==> config.mk <==
export PLATFORM = sky130hd
export DESIGN_NAME = opnd_fetch_unit
export DESIGN_NICKNAME = d
export VERILOG_FILES = /design/src/rtl/opnd_fetch_unit.sv
export SDC_FILE = /design/constraint.sdc
export NUM_CORES = 2
export LEC_CHECK = 0
export BUFFER_PORTS_ARGS = -buffer_cell sky130_fd_sc_hd__buf_2
export CAP_MARGIN = 20
export CORE_MARGIN = 3
export CORE_UTILIZATION = 50
export CTS_CLUSTER_DIAMETER = 120
export DETAILED_ROUTE_END_ITERATION = 10
export PLACE_DENSITY = 0.64
export SYNTH_ARGS = -nofsm -noshare
export SYNTH_HDL_FRONTEND = slang
export SYNTH_SLANG_ARGS = --single-unit
==> constraint.sdc <==
create_clock -name clk -period 20.1 [get_ports clk]
set_input_delay 4.02 -clock clk [delete_from_list [all_inputs] [get_ports clk]]
set_output_delay 4.02 -clock clk [all_outputs]
set_load 0.05 [all_outputs]
==> src/rtl/opnd_fetch_unit.sv <==
module opnd_fetch_unit #(
  parameter int NREG = 16,
  parameter int DW   = 32,
  parameter int IW   = 16
) (
  input  logic                    clk,
  input  logic                    rst_n,
  input  logic                    start,
  input  logic [3:0]              mode,
  input  logic [$clog2(NREG)-1:0] dst,
  input  logic [$clog2(NREG)-1:0] base,
  input  logic [$clog2(NREG)-1:0] src,
  input  logic [IW-1:0]           imm,
  input  logic [1:0]              esz,
  output logic                    busy,
  output logic                    done,
  output logic                    mem_req,
  output logic [DW-1:0]           mem_addr,
  input  logic [DW-1:0]           mem_rdata,
  input  logic                    mem_ready,
  input  logic [$clog2(NREG)-1:0] dbg_sel,
  output logic [DW-1:0]           dbg_data
);
  localparam int RW = $clog2(NREG);

  localparam logic [3:0] M_REG  = 4'd0;
  localparam logic [3:0] M_IMM  = 4'd1;
  localparam logic [3:0] M_DISP = 4'd2;
  localparam logic [3:0] M_RIND = 4'd3;
  localparam logic [3:0] M_IDX  = 4'd4;
  localparam logic [3:0] M_ABS  = 4'd5;
  localparam logic [3:0] M_MIND = 4'd6;
  localparam logic [3:0] M_AINC = 4'd7;
  localparam logic [3:0] M_ADEC = 4'd8;
  localparam logic [3:0] M_SCL  = 4'd9;

  typedef enum logic [2:0] {S_IDLE, S_RD1, S_RD2, S_WB, S_FIN} state_t;
  state_t state;

  logic [DW-1:0] regs [NREG];
  logic [3:0]    mode_q;
  logic [RW-1:0] dst_q, base_q, src_q;
  logic [IW-1:0] imm_q;
  logic [1:0]    esz_q;
  logic [DW-1:0] ptr_q, opnd_q;

  logic [DW-1:0] sx, dsz, basev, idxv, ea, operand, sum, stepped;
  logic          uses_mem, valid_op, steps;

  assign sx       = {{(DW-IW){imm_q[IW-1]}}, imm_q};
  assign dsz      = DW'(1) << esz_q;
  assign basev    = regs[base_q];
  assign idxv     = regs[src_q];
  assign uses_mem = (mode_q >= M_DISP) && (mode_q <= M_SCL);
  assign valid_op = mode_q <= M_SCL;
  assign steps    = (mode_q == M_AINC) || (mode_q == M_ADEC);
  assign stepped  = (mode_q == M_AINC) ? basev + dsz : basev - dsz;

  always_comb begin
    case (mode_q)
      M_DISP:  ea = sx + basev;
      M_IDX:   ea = basev + idxv;
      M_ABS:   ea = sx;
      M_ADEC:  ea = basev - dsz;
      M_SCL:   ea = sx + basev + (idxv << esz_q);
      default: ea = basev;
    endcase
  end

  always_comb begin
    case (mode_q)
      M_REG:   operand = idxv;
      M_IMM:   operand = sx;
      default: operand = opnd_q;
    endcase
  end

  assign sum      = regs[dst_q] + operand;
  assign busy     = state != S_IDLE;
  assign done     = state == S_FIN;
  assign mem_req  = (state == S_RD1) || (state == S_RD2);
  assign mem_addr = (state == S_RD2) ? ptr_q : ea;
  assign dbg_data = regs[dbg_sel];

  always_ff @(posedge clk or negedge rst_n) begin
    if (!rst_n) begin
      state  <= S_IDLE;
      mode_q <= '0;
      dst_q  <= '0;
      base_q <= '0;
      src_q  <= '0;
      imm_q  <= '0;
      esz_q  <= '0;
      ptr_q  <= '0;
      opnd_q <= '0;
    end else begin
      case (state)
        S_IDLE: if (start) begin
          mode_q <= mode;
          dst_q  <= dst;
          base_q <= base;
          src_q  <= src;
          imm_q  <= imm;
          esz_q  <= esz;
          state  <= (mode >= M_DISP && mode <= M_SCL) ? S_RD1 : S_WB;
        end
        S_RD1: if (mem_ready) begin
          if (mode_q == M_MIND) begin
            ptr_q <= mem_rdata;
            state <= S_RD2;
          end else begin
            opnd_q <= mem_rdata;
            state  <= S_WB;
          end
        end
        S_RD2: if (mem_ready) begin
          opnd_q <= mem_rdata;
          state  <= S_WB;
        end
        S_WB:    state <= S_FIN;
        default: state <= S_IDLE;
      endcase
    end
  end

  always_ff @(posedge clk or negedge rst_n) begin
    if (!rst_n) begin
      for (int i = 0; i < NREG; i++) regs[i] <= '0;
    end else if (state == S_WB && valid_op) begin
      if (steps) regs[base_q] <= stepped;
      regs[dst_q] <= sum;
    end
  end

  a_r2_done_pulse: assert property (@(posedge clk) disable iff (!rst_n)
    done |=> !done);
  a_r11_addr_hold: assert property (@(posedge clk) disable iff (!rst_n)
    (mem_req && !mem_ready) |=> (mem_req && $stable(mem_addr)));
  a_r3_no_mem_direct: assert property (@(posedge clk) disable iff (!rst_n)
    (busy && !uses_mem) |-> !mem_req);
  a_r14_hold_instr: assert property (@(posedge clk) disable iff (!rst_n)
    busy |=> $stable(mode_q) && $stable(dst_q) && $stable(imm_q));
  a_r7_second_read: assert property (@(posedge clk) disable iff (!rst_n)
    (state == S_RD2) |-> (mode_q == M_MIND));
  a_r11_done_after_read: assert property (@(posedge clk) disable iff (!rst_n)
    (mem_req && mem_ready && !(state == S_RD1 && mode_q == M_MIND)) |=> !mem_req ##1 done);
endmodule

==> metrics.cfg <==
[synthesis]
synth_edf_count = 0
syn_inst = 4858
yosysWarnings = 0
synth_top_area_cell = dfrtp_1
ys.flop_type = dfrtp_1
synth_area_sq_um = 51500
synth_fp_nets = 5070
synth_top_cell_area_share = 0.298
ys_ff_latch = 613
synth_async_sr_flop_share = 1.00
yosys-top-cells-area = dfrtp_1, mux4_2, a21oi_1, ha_1, nor2_1
ys_types = 89
synth.avg_cell_area_sq_um = 10.6
ys_seq_area_frac = 0.298

[route]
detail_route.iter0.violations = 8773
dr.pass1.iters = 9
vias = 50500
wl_mm = 241
viasPerCell = 8.11
wire_per_inst_um = 38.7
drtAntennaViolNets = 0
route.detailed.drc = 0

[die]
dieArea_sq_um = 107000
core_sq_um = 102000
start_util = 0.505
rows = 117
die-width_um = 327
num_io_pins = 141
die_y_um = 327

[clock_tree]
clock_path_buffers = 3
post_cts_resized = 0
postCtsSetupRepairBufs = 0
clk_pin_slew_ns = 0.06
cts-buffers-inserted = 76
insertion_delay_ns = 0.71
cts_root_buffer = clkbuf_16
cts.sinks = 613
cts.htree.levels = 3
cts_tree = done
hold_buffers = 0

[worst_hold_path]
worstHoldPathType = reg2reg
holdPathStages = 1

[placed_design]
numPortBuffers = 140
gp_congestion = 0.986
hpwl_mm = 152

[finish]
finalNetCount = 5007
synthToLayoutAreaGrowth_pct = 10.1
nFillCells = 8731
drive_above_1_share = 0.267

[critical_path]
reg2reg_from = src_q[0]
r2r_slack_ns = 11.60
endpoint = mem_addr[30]
crit_path_end_kind = primary output
start_kind = flop
r2r_end = regs[319]
ff2ff_path_depth = 17
cp_data_arrival_time_ns = 8.99
required_ns = 16.08
crit_start = base_q[0]
crit_fanout = 91
worst-setup-path-type = reg2out

[timing]
fmax_mhz = 76.9
finalCriticalPeriod_ns = 13.01
hold_viol = 0
tns_ns = 0
finalClockSkew_ns = 0.0676
rsz0062_at_grt = false
finalSetupViolations = 0
tightest_slew_ns = 1.34
max-slew-margin-rel = 0.100
fin_crit_sh = 0.647
slew_violations = 0

[grt]
gr-total-overflow = 0
grt_pass1_vias = 48200
grt_usage = 0.441
grt_max_degree = 150
grt_antenna_before_repair = 14
grt_pass1_wl_mm = 343

[job]
max-cap-violations = 0

[outcome]
status = completed

cells by family after synthesis:
| family | synth area share |
|---|---|
| and+or+nand+nor | 0.100 |
| adders and majority gates | 0.0344 |
| muxes | 0.304 |
| buffers and inverters | 0.0406 |
| AOI/OAI and AO/OA | 0.198 |
| DFF | 0.298 |
| xor gates and xnor gates | 0.0250 |
sequential cells by signal, indices dropped and copies added, names as in the netlist:
| signal | count |
|---|---|
| regs | 512 |
| opnd_q | 32 |
| ptr_q | 32 |
| imm_q | 16 |
| base_q | 4 |
| dst_q | 4 |
| mode_q | 4 |
| src_q | 4 |
| state | 3 |
| esz_q | 2 |
final cells by class:
class / count / area, sq um / area share
Inverter: 55 / 206 / 0.00364
Clock buffer: 103 / 2120 / 0.0374
Tap cell: 1368 / 1710 / 0.0302
Timing Repair Buffer: 316 / 2220 / 0.0392
Multi-Input combinational cell: 3733 / 34600 / 0.610
Antenna cell: 9 / 22.5 / 0.000397
Clock inverter: 35 / 480 / 0.00847
Sequential cell: 613 / 15400 / 0.271
worst min path at each step:
stage	from	slack [ns]	end
after floorplan	ptr_q[10]	0.48	ptr_q[10]
after global placement	ptr_q[6]	0.49	ptr_q[6]
after detailed placement	ptr_q[9]	0.49	ptr_q[9]
after CTS	ptr_q[7]	0.51	ptr_q[7]
after global routing	ptr_q[7]	0.51	ptr_q[7]
final	ptr_q[7]	0.50	ptr_q[7]
synth_stat cells, types with 27 or more instances:
master,number
mux4_2,633
dfrtp_1,613
nor2_1,423
nand2_1,408
a21oi_1,384
clkbuf_1,341
o22ai_1,231
o21ai_0,204
ha_1,132
mux2_2,99
nor3_1,96
o221ai_1,93
a22oi_1,91
xnor2_1,83
buf_1,73
a22o_1,69
xor2_1,58
nand3_1,55
a21o_1,54
inv_1,54
a32oi_1,48
a211oi_1,39
a221o_1,37
a221oi_1,36
a31oi_1,34
nand2b_1,31
and3_1,27
per-stage QoR:
| step | cell area (sq um) | worst slack, ns | utilization | std cells | hold WS [ns] |
|---|---|---|---|---|---|
| final | 56800 | 7.09 | 0.556 | 6232 | 0.503 |
| after global routing | 56700 | 6.53 | 0.556 | 6224 | 0.515 |
| after CTS | 56500 | 7.13 | 0.554 | 6212 | 0.506 |
| after detailed placement | 53900 | 7.87 | 0.529 | 6074 | 0.494 |
| after global placement | 53900 | 7.89 | 0.528 | 6069 | 0.487 |
| after floorplan | 51500 | 7.65 | - | 4858 | 0.479 |
metal layers:
metal / track usage / up-vias / share of wire
met4: 0.302 / 18 / 0.088
met5: 0.0159 / - / 0.0014
met3: 0.213 / 1368 / 0.17
met2: 0.614 / 4864 / 0.41
li1: - / 19300 / -
met1: 0.538 / 25000 / 0.33
cell usage in the layout, fill, tap and decap left out, drive strengths merged, types with 93 or more instances in the layout:
master	n
buf	316
ha	132
a21oi	384
dfrtp	613
mux2	99
o21ai	219
o22ai	231
clkbuf	103
mux4	637
nor2	424
nand2	410
nor3	97
o221ai	93
worst max-delay path: stages, from the launching register on:
cell	delay, ns
dfrtp_4	1.09
buf_12	0.69
mux4_2	0.60
a22oi_1	0.19
nand2_1	0.40
ha_1	0.51
and4_1	0.26
a31o_2	0.25
a21oi_1	0.25
a21boi_0	0.18
o21a_1	0.22
nor2_1	0.12
xnor2_1	0.11
ha_1	0.37
and3_1	0.23
and4_1	0.25
nand2_1	0.06
a2111oi_0	0.36
buf_4	0.20
o2111ai_1	0.15
a31oi_1	0.40
a221oi_1	0.27
or3_1	0.40
a211o_1	0.29
o311ai_0	0.08
buf_2	0.33
Power is left out: the tool's default activity adds up to more than one toggle a clock period on the data nets, which glitch-free logic cannot reach.
